--- src/rtl/cnt_pkg.sv ---
package cnt_pkg;

   typedef enum logic [1:0] {
      OP_HOLD  = 2'd0,
      OP_COUNT = 2'd1,
      OP_LOAD  = 2'd2,
      OP_CLEAR = 2'd3
   } cnt_op_e;

   // Priority: clear, then load, then count (both enables), else hold.
   function automatic cnt_op_e pick_op(input logic clear_n, input logic load_n,
                                       input logic en_a, input logic en_b);
      if (!clear_n)          return OP_CLEAR;
      else if (!load_n)      return OP_LOAD;
      else if (en_a && en_b) return OP_COUNT;
      else                   return OP_HOLD;
   endfunction

endpackage

--- src/rtl/cnt_stage.sv ---
module cnt_stage
   import cnt_pkg::*;
#(
   parameter int W = 4
) (
   input  logic         clk,
   input  logic         clear_n,
   input  logic         load_n,
   input  logic         cnt_en,
   input  logic         carry_en,
   input  logic [W-1:0] d,
   output logic [W-1:0] q,
   output logic         tc
);

   if (W < 1) begin : g_bad_w
      $error("cnt_stage: W must be at least 1");
   end

   logic [W-1:0] q_r;
   cnt_op_e      op;

   assign op = pick_op(clear_n, load_n, cnt_en, carry_en);

   always_ff @(posedge clk) begin
      unique case (op)
         OP_CLEAR: q_r <= '0;
         OP_LOAD:  q_r <= d;
         OP_COUNT: q_r <= q_r + 1'b1;
         default:  q_r <= q_r;
      endcase
   end

   assign q  = q_r;
   // carry enable reaches tc without a register
   assign tc = carry_en & (&q_r);

endmodule

--- src/rtl/cnt_chain.sv ---
module cnt_chain #(
   parameter int W         = 4,
   parameter int N         = 2,
   parameter bit LOOKAHEAD = 1'b0,
   localparam int TW       = W * N
) (
   input  logic          clk,
   input  logic          clear_n,
   input  logic          load_n,
   input  logic          cnt_en,
   input  logic          carry_en,
   input  logic [TW-1:0] d,
   output logic [TW-1:0] q,
   output logic          tc
);

   if (N < 1) begin : g_bad_n
      $error("cnt_chain: N must be at least 1");
   end

   logic [N-1:0] st_en;
   logic [N-1:0] st_tc;

   for (genvar i = 0; i < N; i++) begin : g_st
      if (i == 0) begin : g_first
         assign st_en[i] = carry_en;
      end else if (LOOKAHEAD) begin : g_la
         assign st_en[i] = carry_en & (&q[i*W-1:0]);
      end else begin : g_rip
         assign st_en[i] = st_tc[i-1];
      end

      cnt_stage #(.W(W)) u_stage (
         .clk      (clk),
         .clear_n  (clear_n),
         .load_n   (load_n),
         .cnt_en   (cnt_en),
         .carry_en (st_en[i]),
         .d        (d[i*W +: W]),
         .q        (q[i*W +: W]),
         .tc       (st_tc[i])
      );
   end

   if (LOOKAHEAD) begin : g_la_sink
      logic unused_tc;
      assign unused_tc = ^st_tc;
   end

   assign tc = st_tc[N-1];

endmodule

--- src/rtl/cnt_modwrap.sv ---
module cnt_modwrap #(
   parameter int W         = 4,
   parameter int N         = 2,
   parameter int MODULUS   = 11,
   parameter bit LOOKAHEAD = 1'b0,
   localparam int TW       = W * N
) (
   input  logic          clk,
   input  logic          clear_n,
   input  logic          cnt_en,
   input  logic          carry_en,
   output logic [TW-1:0] q
);

   localparam logic [TW-1:0] LAST = TW'(MODULUS - 1);

   logic clr_int;
   logic unused_tc;

   if (MODULUS == (1 << TW)) begin : g_natural
      assign clr_int = clear_n;
   end else begin : g_decode
      // clear on the edge that would step past LAST
      assign clr_int = clear_n & ~(cnt_en & carry_en & (q == LAST));
   end

   cnt_chain #(.W(W), .N(N), .LOOKAHEAD(LOOKAHEAD)) u_chain (
      .clk      (clk),
      .clear_n  (clr_int),
      .load_n   (1'b1),
      .cnt_en   (cnt_en),
      .carry_en (carry_en),
      .d        ('0),
      .q        (q),
      .tc       (unused_tc)
   );

endmodule

--- src/rtl/casc_counter_top.sv ---
module casc_counter_top #(
   parameter int STAGE_W   = 4,
   parameter int STAGES    = 2,
   parameter int MODULUS   = 11,
   parameter bit LOOKAHEAD = 1'b0,
   localparam int TOTAL_W  = STAGE_W * STAGES
) (
   input  logic               clk,
   input  logic               clear_n,
   input  logic               load_n,
   input  logic               cnt_en,
   input  logic               carry_en,
   input  logic [TOTAL_W-1:0] data_in,
   output logic [TOTAL_W-1:0] count,
   output logic               carry_out,
   output logic [TOTAL_W-1:0] wrap_count
);

   if (STAGE_W < 1 || STAGES < 1) begin : g_bad_shape
      $error("casc_counter_top: STAGE_W and STAGES must be at least 1");
   end
   if (TOTAL_W > 30) begin : g_bad_total
      $error("casc_counter_top: total width above 30 bits not supported");
   end
   if (MODULUS < 2 || MODULUS > (1 << TOTAL_W)) begin : g_bad_mod
      $error("casc_counter_top: MODULUS out of range for the width");
   end

   cnt_chain #(.W(STAGE_W), .N(STAGES), .LOOKAHEAD(LOOKAHEAD)) u_main (
      .clk      (clk),
      .clear_n  (clear_n),
      .load_n   (load_n),
      .cnt_en   (cnt_en),
      .carry_en (carry_en),
      .d        (data_in),
      .q        (count),
      .tc       (carry_out)
   );

   cnt_modwrap #(.W(STAGE_W), .N(STAGES), .MODULUS(MODULUS),
                 .LOOKAHEAD(LOOKAHEAD)) u_wrap (
      .clk      (clk),
      .clear_n  (clear_n),
      .cnt_en   (cnt_en),
      .carry_en (carry_en),
      .q        (wrap_count)
   );

endmodule

--- config.mk ---
export PLATFORM = sky130hd
export DESIGN_NAME = casc_counter_top
export DESIGN_NICKNAME = d
export VERILOG_FILES = /design/src/rtl/cnt_pkg.sv /design/src/rtl/cnt_stage.sv /design/src/rtl/cnt_chain.sv /design/src/rtl/cnt_modwrap.sv /design/src/rtl/casc_counter_top.sv
export SDC_FILE = /design/constraint.sdc
export NUM_CORES = 1
export LEC_CHECK = 0
export CELL_PAD_IN_SITES_DETAIL_PLACEMENT = 1
export CELL_PAD_IN_SITES_GLOBAL_PLACEMENT = 2
export CORE_MARGIN = 10
export CORE_UTILIZATION = 27
export DETAILED_ROUTE_END_ITERATION = 10
export PLACE_DENSITY_LB_ADDON = 0.08
export SLEW_MARGIN = 5
export SYNTH_ARGS = -nofsm -noshare
export SYNTH_HDL_FRONTEND = slang
export SYNTH_SLANG_ARGS = --single-unit
--- constraint.sdc ---
create_clock -name clk -period 1.8 [get_ports clk]
set_clock_uncertainty 0.1 [all_clocks]
set_input_delay 0.36 -clock clk [delete_from_list [all_inputs] [get_ports clk]]
set_output_delay 0.36 -clock clk [all_outputs]
set_load 0.02 [all_outputs]
======== After elaboration in Yosys (flattened, before gate mapping) ========
Cells that the tools add are included.
word-level totals
  input bits .............................. 13
  register bits ........................... 16
operators by class
  bitwise gates (word level) .............. 7
  eq/ne operators ......................... 13
  $add $sub $neg .......................... 4
  reduce and logical (&&, ||, !) cells .... 12
  mux-type cells .......................... 13
operators with widths
  cell                                                             number
  4-bit case mux with 3 select lines                               2
  4-bit by 1-bit adder with 4-bit output, second input constant    4
  2-bit == test, second input constant                             8
  4-bit case mux with 2 select lines                               2
  2-bit 2-to-1 mux                                                 6
  4-bit AND reduction                                              3
  2-bit by 1-bit == test with 1-bit output, second input constant  4
  8-bit by 4-bit == test with 1-bit output, second input constant  1
  1-bit AND                                                        6
  3-bit nonzero test                                               2
  2-bit nonzero test                                               2
  2-bit OR reduction                                               2
  1-bit logical AND                                                3
  1-bit 2-to-1 mux                                                 3
  1-bit NOT                                                        1

======== Logic depth before layout (Yosys ltp) ========
  depth after elaboration ................. 8
  mapped depth ............................ 5
  mapped depth without buffers ............ 4

======== Cells and area by module ========
A second synthesis with hierarchy kept.
unflattened totals
  cells, all modules ...................... 93
  area, all modules ....................... 958.4 um^2
modules (own cells, without submodules)
  module       times used  area an instance (um^2)  cells each
  cnt_stage    4           230.2                    22
  cnt_modwrap  1           37.5                     5

======== Least setup slack after synthesis ========
No wires, ideal clock.
  kind .................................... reg2reg
  start point ............................. reg u_wrap.u_chain.g_st[1].u_stage.q_r[0]
  end point ............................... reg u_wrap.u_chain.g_st[1].u_stage.q_r[0], enable pin
  clock period less this slack ............ 1765 ps
  setup time .............................. 343 ps
  cell stages (with the launch flop) ...... 5
  arrival ................................. 1321 ps
  buffers on the path ..................... 0
  slack ................................... 35 ps
  required time ........................... 1357 ps
  cell sequence ........................... edfxtp_1 inv_1 ha_1 and4b_1 a2bb2oi_1
between the ends
  longest elaborated chain between the ends .. 8
  elaborated cells between the ends (all ways) .. 10
  classes of those cells .................. eq/ne (4); mux (1); bitwise (3); reduce/logical (2)
ends and longest elaborated chain
  what                                          line               text
  from (decl)                                   cnt_stage.sv:20    logic [W-1:0] q_r;
  from (signal assigned)                        cnt_stage.sv:29    OP_COUNT: q_r <= q_r + 1'b1;
  from (signal assigned)                        cnt_stage.sv:30    default: q_r <= q_r;
  8-bit by 4-bit == test with 1-bit output (*)  cnt_modwrap.sv:24  assign clr_int = clear_n & ~(cnt_en & carry_en & (q == LAST));
  1-bit AND (*)                                 cnt_modwrap.sv:24
  1-bit NOT (*)                                 cnt_modwrap.sv:24
  1-bit AND (*)                                 cnt_modwrap.sv:24
  2-bit 2-to-1 mux (*)                          cnt_pkg.sv:13      if (!clear_n) return OP_CLEAR;
  2-bit == test                                 cnt_stage.sv:26    unique case (op)
  2-bit OR reduction (no line)                  n/a
  2-bit nonzero test (no line) (*)              n/a
Every way passes the cells marked *; elsewhere a longest branch is shown, timed or not.
A chain may end at the register's enable or synchronous reset.

======== Final worst setup path ========
  start point ............................. reg u_wrap.u_chain.g_st[0].u_stage.q_r[3]
  end point ............................... out wrap_count[3]
RTL lines
  what                    line                    text
  from (decl)             cnt_stage.sv:20
  from (signal assigned)  cnt_stage.sv:29
  from (signal assigned)  cnt_stage.sv:30
  to (decl)               casc_counter_top.sv:16  output logic [TOTAL_W-1:0] wrap_count
No word-level cell between the ends.

==> out/metrics.sh <==
SYNTH_FLOP_CELL='sky130_fd_sc_hd__edfxtp_1'
GRT_PASS1_VIAS=925
TIMING_WORST_SLEW_PIN_VALUE_NS=0.375
SYNTH_LARGEST_AREA_CELL='sky130_fd_sc_hd__edfxtp_1'
WORST-ENDPOINT-REQUIRED_NS=1.34
FINALNETCOUNT=154
CORE-AREA_SQ_UM=3310
FMAX_MHz=582
PORT_BUFFERS=29
AGGREGATE_NEGATIVE_SETUP_SLACK_NS=0
SYNTH_LARGEST_TYPE_AREA_FRACTION_PCT=52.5
CELL_TYPES_OCCUPYING_THE_MOST_AREA_AFTER_SYNTHESIS='sky130_fd_sc_hd__edfxtp_1 52%, sky130_fd_sc_hd__ha_1 8.2%, sky130_fd_sc_hd__nand2_1 4.1%, sky130_fd_sc_hd__nand3_1 3.8%, sky130_fd_sc_hd__xnor2_1 3.8%'
VIA_COUNT=805
GLOBALROUTEOVERFLOWTOTAL=0
OUTCOME='completed'
CLOCK_INSERTION_DELAY_WORST_SKEW_NS=0.28
SYNTH-ASYNC-RESET-RATIO_PCT=0
PIN_COUNT_OF_THE_BIGGEST_NET_ENTERING_GLOBAL_ROUTING=9
DETAIL_ROUTE.FIRST_PASS.ITERATIONS=4
CTSLONGESTPATHBUFFERS=2
CTS_HTREE_LEVELS=1
SYNTH.MOST_COMMON_CELL='sky130_fd_sc_hd__edfxtp_1'
TOTAL_LEAKAGE_POWER_uW=0.000623
PATH_BUF_INV=1
POWER_FRAC_CLOCK_PCT=22.8
TOTAL_POWER_uW=842
PATH_CELLS='clkdlybuf4s50_1'
CRIT_PATH_CLASS='reg -> out'
SLEW_VIOLATIONS=0
YS_WARN_COUNT=0
IOS=30
DETAIL_ROUTE.DRC_VIOLATIONS=0
CRITICAL_PATH.TOP_DELAY_FAMILY='buffers and inverters'
NUMBER_OF_FLOPS_MAPPED_TO_ENABLE_CELLS_BY_YOSYS=16
DPL.CELL_COUNT=176
FINAL_LAYOUT_SIZE_SUFFIX_GT1_SHARE_PCT=21.1
STARTING_DENSITY_OF_THE_CORE_PCT=27.7
SYNTHCELLS=83
INSTANCES_NO_FILL=179
PLACE_CONGESTION=0.747
POWER.COMBINATIONAL.FRACTION_PCT=23.0
INSERTED_CLOCK_BUFFERS=3
CRITICAL_PATH_FANOUT_MAX=2
CTSROOTBUFFERMASTER='sky130_fd_sc_hd__clkbuf_4'
HOLDCRITPATHCLASS='reg -> reg'
TIMING.CRITICAL_PATH.FROM_TYPE='flip-flop'
POST-CTS-SETUP-BUFFER-COUNT=0
TIMING.FINAL.HOLD_VIOLATIONS=0
VDD_DROP_MAX_uV=212
CRITICAL-PATH-SLOWEST-CELL='sky130_fd_sc_hd__clkdlybuf4s50_1'
ARRIVAL_NS=1.26
SYNTHESIZED_NETLIST_NET_COUNT=102
FINALWORSTPATHREQUIREDPERIOD_NS=1.72
SEQ_POWER_SHARE_PCT=54.2
GRT.TOTAL_USAGE_PCT=8.42
WORST_SLEW_MARGIN_REL_PCT=74.9
FLOW.AREA_GROWTH_FROM_SYNTHESIS_PCT=54.4
FINAL_UTIL_PCT=42.7
TRITONCTS='built'
SYNTHTOPCELLSBYCOUNT='16 x sky130_fd_sc_hd__edfxtp_1, 10 x sky130_fd_sc_hd__nand2_1, 7 x sky130_fd_sc_hd__nand3_1, 7 x sky130_fd_sc_hd__nor2_1'
POST_SYNTH.CELL_AREA_AVG_SQ_UM=11.0
ANTENNA_VIOLATING_NETS_POST_ROUTE=0
GRT_PASS1_WL_UM=4220
YOSYSSEQAREASHARE_PCT=52.5
DIEAREA_SQ_UM=6120
CELLINTERNALPOWER_uW=613
WORSTSETUPENDPOINTTYPE='output pin'
ANT_DIODES=0
TOTAL_SWITCHING_POWER_uW=228
POST_DRT_VIA_CELL_RATIO=4.50
POWER_SWITCHING_SHARE_PCT=27.1
PERIOD_SHARE_PCT=95.4
DRV_CAP=0
CLKTRANSATPATHREGS_NS=0.09
ROUTEDWLPERCELL_UM=14.2
DIE_H_UM=78.2
DRT-INITIAL-DRC-COUNT=26
SYNTH_CELL_TYPES=23
CLOCK_SINKS=16
DIE-WIDTH_UM=78.2
CP_SLOWEST_STAGE_DELAY_NS=0.61
CELL_ROW_COUNT=21
SYN_AREA_SQ_UM=916
TIMING.FINAL.SETUP_VIOLATIONS=0
YOSYS_REGISTER_BITS=16
UNREPAIRED_SETUP_ENDPOINTS_AFTER_GLOBAL_ROUTING='no'
WIRELENGTH_UM=2540
DPL.HPWL_UM=2100
GRT_ANTENNA_BEFORE_REPAIR=0
POWER_DENSITY_nW_PER_UM2=595
==> flip-flops by register name, indices dropped and copies added, names as in the netlist <==
name,count
u_main.g_st.u_stage.q,8
u_wrap.u_chain.g_st.u_stage.q,8
==> power groups by stage <==
stage / clock network (uW) / logic, uW / registers, uW
5_1_grt: 210 / 213 / 461
6_report: 192 / 193 / 456
4_1_cts: 200 / 197 / 457
3_3_place_gp: 0 / 208 / 464
2_1_floorplan: 0 / 53.2 / 496
3_5_place_dp: 0 / 210 / 465
==> cells in the final DEF, fill, tap and decap left out <==
master                            netlist  layout
sky130_fd_sc_hd__nand3_1                7       6
sky130_fd_sc_hd__nor2b_2                0       1
sky130_fd_sc_hd__o21ai_0                4       4
sky130_fd_sc_hd__ha_1                   6       6
sky130_fd_sc_hd__a2bb2oi_1              1       1
sky130_fd_sc_hd__clkbuf_4               0       3
sky130_fd_sc_hd__clkdlybuf4s50_1        0      13
sky130_fd_sc_hd__dlymetal6s2s_1         0       2
sky130_fd_sc_hd__dlygate4sd2_1          0      13
sky130_fd_sc_hd__nand4_1                3       3
sky130_fd_sc_hd__o22ai_1                1       1
sky130_fd_sc_hd__a211oi_1               3       3
sky130_fd_sc_hd__buf_4                  0      21
sky130_fd_sc_hd__nand3_2                1       2
sky130_fd_sc_hd__and2_1                 1       1
sky130_fd_sc_hd__xnor2_1                4       4
sky130_fd_sc_hd__o31ai_1                1       1
sky130_fd_sc_hd__edfxtp_1              16      16
sky130_fd_sc_hd__o211ai_1               1       1
sky130_fd_sc_hd__xor2_1                 3       3
sky130_fd_sc_hd__inv_1                  6       6
sky130_fd_sc_hd__a22o_1                 3       3
sky130_fd_sc_hd__and4b_1                1       1
sky130_fd_sc_hd__or3_4                  1       1
sky130_fd_sc_hd__nor2_1                 7       7
sky130_fd_sc_hd__nand2_1               10      10
==> logic make-up (layout without fill, tap and decap cells) <==
logic type / Yosys count / in the layout / synth area share [%]
adder cells (fa/ha/maj): 6 / 6 / 8.20
AND/OR/NAND/NOR: 32 / 32 / 17.6
XOR/XNOR: 7 / 7 / 6.69
flip-flops: 16 / 16 / 52.5
AO/OA/AOI/OAI: 14 / 14 / 10.8
buffers and inverters: 8 / 58 / 4.23
==> worst paths after layout <==
path | depth (start not counted) | end | slack (ns) | start
setup reg to reg | 5 | u_wrap.u_chain.g_st[1].u_stage.q[3] | 0.16 | u_wrap.u_chain.g_st[1].u_stage.q[0]
setup / recovery | 1 | wrap_count[3] | 0.08 | u_wrap.u_chain.g_st[0].u_stage.q[3]
hold reg to reg | 1 | u_wrap.u_chain.g_st[1].u_stage.q[0] | 0.55 | u_wrap.u_chain.g_st[1].u_stage.q[0]
hold / removal | 1 | u_wrap.u_chain.g_st[1].u_stage.q[0] | 0.55 | u_wrap.u_chain.g_st[1].u_stage.q[0]
==> routing by layer <==
layer  track usage (%)  wire length, um  vias up
met1              9.86             1170      382
met3              3.19              162        2
li1                  -                -      404
met4              3.23               21        0
met2              13.7             1190       17
met5                 0                0        -
==> cell type report <==
class                   instances  area [sq um]
repair buffers                 49           427
inverters                       6          22.5
fillers                       400          1900
multi-input cells              59           404
well taps                      46          57.6
clock buffers                   3          22.5
flip-flops and latches         16           480
==> stage by stage <==
stage          hold WS (ns)  setup WS, ns  area [sq um]
3_3_place_gp          0.531        -0.305          1400
2_1_floorplan         0.445        0.0352           916
5_1_grt               0.601        0.0151          1410
3_5_place_dp          0.552        -0.318          1400
4_1_cts               0.562       0.00241          1400
6_report              0.551        0.0825          1410
==> what timing repair did <==
item | 4_1_cts | 5_1_grt
setup endpoints to repair | 14 | 6
gates resized for setup | 17 | 5
hold buffers | 0 | 0
pin swaps | 0 | 1
No activity file was read; power rests on OpenSTA's default activity.
